File: src/rtl/dual_sh_seq.sv
module dual_sh_seq #(
  parameter int DW = 12,
  parameter int AW = 4,
  parameter int CW = 3
) (
  input  logic          clk,
  input  logic          rst_n,
  input  logic          trig_pwm_i,
  input  logic          trig_sw_i,
  input  logic          trig_ext_i,
  input  logic [CW-1:0] ch_i,
  input  logic [AW-1:0] acq_i,
  input  logic          cont_i,
  input  logic          irq_clr_i,
  input  logic          ovf_clr_i,
  input  logic [DW-1:0] a_data_i,
  input  logic [DW-1:0] b_data_i,
  output logic [CW-1:0] ch_o,
  output logic          hold_o,
  output logic [DW-1:0] res_a_o,
  output logic [DW-1:0] res_b_o,
  output logic          a_upd_o,
  output logic          b_upd_o,
  output logic          irq_o,
  output logic          ovf_o
);
  localparam int CNTW = AW + 2;
  localparam int PIPE = 6;
  localparam int A_TAP = 2;
  localparam int B_TAP = 3;
  localparam int I_TAP = 5;

  logic            trig, busy, accept, run, run_nxt, period_end, sh_req, sh_nxt;
  logic            hold_q, hold_d, fall;
  logic [CNTW-1:0] cnt, cnt_nxt;
  logic [AW-1:0]   acq_r;
  logic [CW-1:0]   ch_r;
  logic [PIPE-1:0] pipe;

  assign trig       = trig_pwm_i | trig_sw_i | trig_ext_i;
  assign busy       = run | hold_d | (|pipe[B_TAP:0]);
  assign accept     = trig & ~busy;
  assign period_end = run & (cnt == CNTW'(acq_r) + CNTW'(2));
  assign run_nxt    = accept | (run & ~(period_end & ~cont_i));
  assign cnt_nxt    = (accept | period_end) ? '0 : cnt + CNTW'(1);
  assign sh_nxt     = run_nxt & (cnt_nxt >= CNTW'(2)) &
                      (cnt_nxt <= CNTW'(acq_r) + CNTW'(2));
  assign fall       = hold_d & ~hold_q;

  always_ff @(posedge clk or negedge rst_n) begin
    if (!rst_n) begin
      run    <= 1'b0;
      cnt    <= '0;
      acq_r  <= '0;
      ch_r   <= '0;
      sh_req <= 1'b0;
    end else begin
      run    <= run_nxt;
      cnt    <= run_nxt ? cnt_nxt : '0;
      sh_req <= sh_nxt;
      if (accept) begin
        acq_r <= acq_i;
        ch_r  <= ch_i;
      end
    end
  end

  always_ff @(negedge clk or negedge rst_n) begin
    if (!rst_n) hold_q <= 1'b0;
    else        hold_q <= sh_req;
  end

  always_ff @(posedge clk or negedge rst_n) begin
    if (!rst_n) begin
      hold_d  <= 1'b0;
      pipe    <= '0;
      res_a_o <= '0;
      res_b_o <= '0;
      a_upd_o <= 1'b0;
      b_upd_o <= 1'b0;
      irq_o   <= 1'b0;
      ovf_o   <= 1'b0;
    end else begin
      hold_d  <= hold_q;
      pipe    <= {pipe[PIPE-2:0], fall};
      a_upd_o <= pipe[A_TAP];
      b_upd_o <= pipe[B_TAP];
      if (pipe[A_TAP]) res_a_o <= a_data_i;
      if (pipe[B_TAP]) res_b_o <= b_data_i;
      if (pipe[I_TAP])    irq_o <= 1'b1;
      else if (irq_clr_i) irq_o <= 1'b0;
      if (trig & busy)    ovf_o <= 1'b1;
      else if (ovf_clr_i) ovf_o <= 1'b0;
    end
  end

  assign ch_o   = ch_r;
  assign hold_o = hold_q;
endmodule

File: config.mk
export PLATFORM = sky130hd
export DESIGN_NAME = dual_sh_seq
export DESIGN_NICKNAME = d
export VERILOG_FILES = /design/src/rtl/dual_sh_seq.sv
export SDC_FILE = /design/constraint.sdc
export NUM_CORES = 1
export LEC_CHECK = 0
export CAP_MARGIN = 20
export CORE_AREA = 2 2 60 62
export DETAILED_ROUTE_END_ITERATION = 6
export DIE_AREA = 0 0 62 64
export DONT_BUFFER_PORTS = 1
export GPL_TIMING_DRIVEN = 0
export HOLD_SLACK_MARGIN = 0.03
export PLACE_DENSITY_LB_ADDON = 0.2
export SYNTH_ARGS = -nofsm -noshare
export SYNTH_HDL_FRONTEND = slang
export SYNTH_SLANG_ARGS = --single-unit
File: constraint.sdc
create_clock -name clk -period 7.1 [get_ports clk]
set_input_delay 0.355 -clock clk [delete_from_list [all_inputs] [get_ports clk]]
set_output_delay 0.355 -clock clk [all_outputs]
set_load 0.02 [all_outputs]
# Word-level counts from Yosys, hierarchy flattened
# Cells that the tools add are included.
[word_totals]
register_bits = 51
inputBits = 39
output_inout_bits = 32
word_cells = 46
[classes]
n_addsub = 2
order_cmp = 2
n_eq_ne = 1
muxes = 6
bitwise_logic = 18
reduce_logical = 3
[op_table]
columns = ["operator", "count"]
rows = [
  ["$mux 6", 2],
  ["$and 1x1->1", 8],
  ["$add 6x1->6 const B", 1],
  ["$eq 6x6->1", 1],
  ["$ge 6x2->1 const B", 1],
  ["$le 6x5->1", 1],
  ["$or 1x1->1", 6],
  ["$add 4x2->5 const B", 1],
  ["$mux 1", 4],
  ["$not 1->1", 4],
  ["$reduce_bool 2->1", 2],
  ["$reduce_or 4->1", 1],
]

# Logic depth before layout (Yosys ltp)
[depth]
word_depth = 9
ltp_mapped = 10
mapped_depth_nobuf = 10

==> metrics <==
outcome=complete, no violations; antenna violations before repair=0; Post-synth EDFFs=0; # IOs=71; setup violators final=0; share of cells above drive strength 1=0.259; total number of vias=approximately 1200; Area Growth Syn to Fin=6.95%; ANT nets after route=0; Bufs on Longest Clock Path=2; via/cell ratio=5.83; Yosys reg bits=49; most used routing layer in global routing=met2; top_reg_cell synth=dfrtp_1; max-slew violations=0; Core Util, Final=0.680; final setup TNS=0 ns; clk_lat worst skew=0.35 ns; hpwl dp=~2600 um; type of origin of the critical path=register; Setup Skew=just over 0.02 ns; DIE WIDTH=62 um; RSZ-0062 raised after global routing=no; H-tree depth reported by CTS=2; grt met3 use=0.0607; Max IR drop VDD=308 uV; worst-margin pin slew=0.514 ns; WL/cell=around 17 um; total placed cells including tap cells=just under 200; GRT overflow=0; Pwr Total=0.00119 W; starting density of the core=0.636; Setup WS pre-CTS=~2.7 ns; synthesized area=2090 um^2; Worst EP required=6.74 ns; first-pass GRT wire length=around 5900 um; top cell type's share of synthesized area=0.575; quantity of gates resized following cts=0; most common cell in the netlist=dfrtp_1; top post-synthesis cells by area=dfrtp_1, mux2_2, mux2_4, ha_1, nor2_1; Clock Sinks=49; Core Rows=21; post-synth top area cell=dfrtp_1; Mapped Cells=152; synthesized area per cell=13.7 um^2; Max Cap Viol=0; I/O Buffers=0; Layout Nets=between 200 and 250; Inserted Diodes=0; fin cells=208; TritonCTS Buffers=5; Pleak=1.03 nW; syn nets=198; Initial DRT Pass Iterations=4; synth cell count leaders=dfrtp_1, mux2_2, nor2_1, ha_1, mux2_4; pwr dens=531 nW/um^2; vias in the first global route=1287; WP data arrival=4.43 ns; residual DRC count=0; Global Route Usage Sum=0.203; CP Class=reg2out; Yosys Warn Count=0; fill count=262; Die Ht=64 um; count of cell types in the netlist=33; Crit. End Element=output pin; routed wire length=~3500 um; largest net degree at the start of global routing=slightly below 50; Relative slew margins=0.658; CTS tree=built; CORE AREA=about 3300 um^2; GPL Wtd Cong=0.856; met2 Resource Use GR=0.324; Hold WC Path Type=in2reg; Seq/Total Area, Yosys=0.587; final hold violation count=0; CTS clk-pin slew, worst paths=roughly 0.13 ns; full die area=3970 um^2; First DRT Iteration DRCs=about 110; Async SR Flop Fraction=1.00; met1 usage=0.249; final worst slack=2.31 ns; root buf cell=clkbuf_4; critical path fanouts, max=3
-- power breakdown --
| part | internal [W] | total (W) | switching, W |
|---|---|---|---|
| logic | 0.000242 | 0.000431 | 0.000189 |
| registers | 0.000412 | 0.000637 | 0.000224 |
| clock network | 0.0000388 | 0.000119 | 0.0000800 |
-- sequential cells by signal (all words and copies together), names as in the netlist --
signal   count
res_b_o     12
run          1
cnt          6
res_a_o     12
sh_req       1
pipe         6
ovf_o        1
hold_o       1
ch_o         3
irq_o        1
acq_r        4
hold_d       1
-- routing by layer --
metal | vias to the layer above | wire length [um] | share of wire
li1 | 553 | - | -
met1 | 605 | 1370 | 0.39
met2 | 49 | 1860 | 0.53
met3 | 5 | 277 | 0.078
met4 | 0 | 34 | 0.0096
met5 | - | 0 | 0
-- cells in the final DEF (no fill, tap or decap), types with 2 or more instances in the layout --
cell      Yosys  layout
nor4_1        2       2
clkbuf_4      0       5
nor2_1       12      12
xor2_1        4       4
ha_1          7       7
nand3_1       4       4
dfrtp_1      48      48
nor2b_1       3       3
o21ai_0       2       2
xnor2_1       4       4
or4_1         2       2
a21oi_1       2       2
buf_1         2       2
clkbuf_1      1       3
inv_1         4       4
mux2_4        7       7
a21o_1        2       2
nor3_1        2       2
mux2_2       25      25
nand2_1       4       4
and4_1        2       2
-- worst paths after layout --
| path | endpoint | cells after the start | from | slack (ns) |
|---|---|---|---|---|
| max | hold_o | 0 | hold_o | 2.31 |
| min | ovf_o | 1 | ovf_clr_i | 0.09 |
| max reg2reg | pipe[0] | 1 | hold_o | 2.84 |
| min reg2reg | pipe[2] | 0 | pipe[1] | 0.40 |
| max in group asynchronous | hold_o | 0 | rst_n | 3.86 |
| min in group asynchronous | res_a_o[0] | 2 | rst_n | 0.52 |
-- area by class of cell --
class | count | area [um^2] | share of cell area
Timing Repair Buffer | 2 | 37.5 | 0.0168
Inverter | 4 | 15.0 | 0.00672
Clock buffer | 7 | 45.0 | 0.0202
Tap cell | 46 | 57.6 | 0.0258
Buffer | 4 | 22.5 | 0.0101
Sequential cell | 49 | 1230 | 0.549
Clock inverter | 1 | 5.00 | 0.00224
Multi-Input combinational cell | 95 | 826 | 0.370
-- logic make-up (layout without fill, tap and decap cells) --
family	count (synthesis)	after routing	share of synthesized area
compound gates	13	13	0.0413
mux	32	32	0.185
simple gates	34	34	0.0826
buf+inv	8	18	0.0180
fa+ha+maj	7	7	0.0419
xor+xnor	9	9	0.0443
flops	49	49	0.587
-- metrics by stage --
stage                     cell area (um^2)  hold WS (ns)
after global routing                  2230        0.0707
after global placement                2150        0.0604
after CTS                             2230        0.0647
after floorplan                       2090        0.0594
final                                 2230        0.0877
after detailed placement              2150        0.0603
-- what timing repair did --
action                                 CTS  global route
endpoints found under the hold margin   48             0
setup buffers                            0             0
hold buffers                             2             0
(Power assumes the default switching activity.)
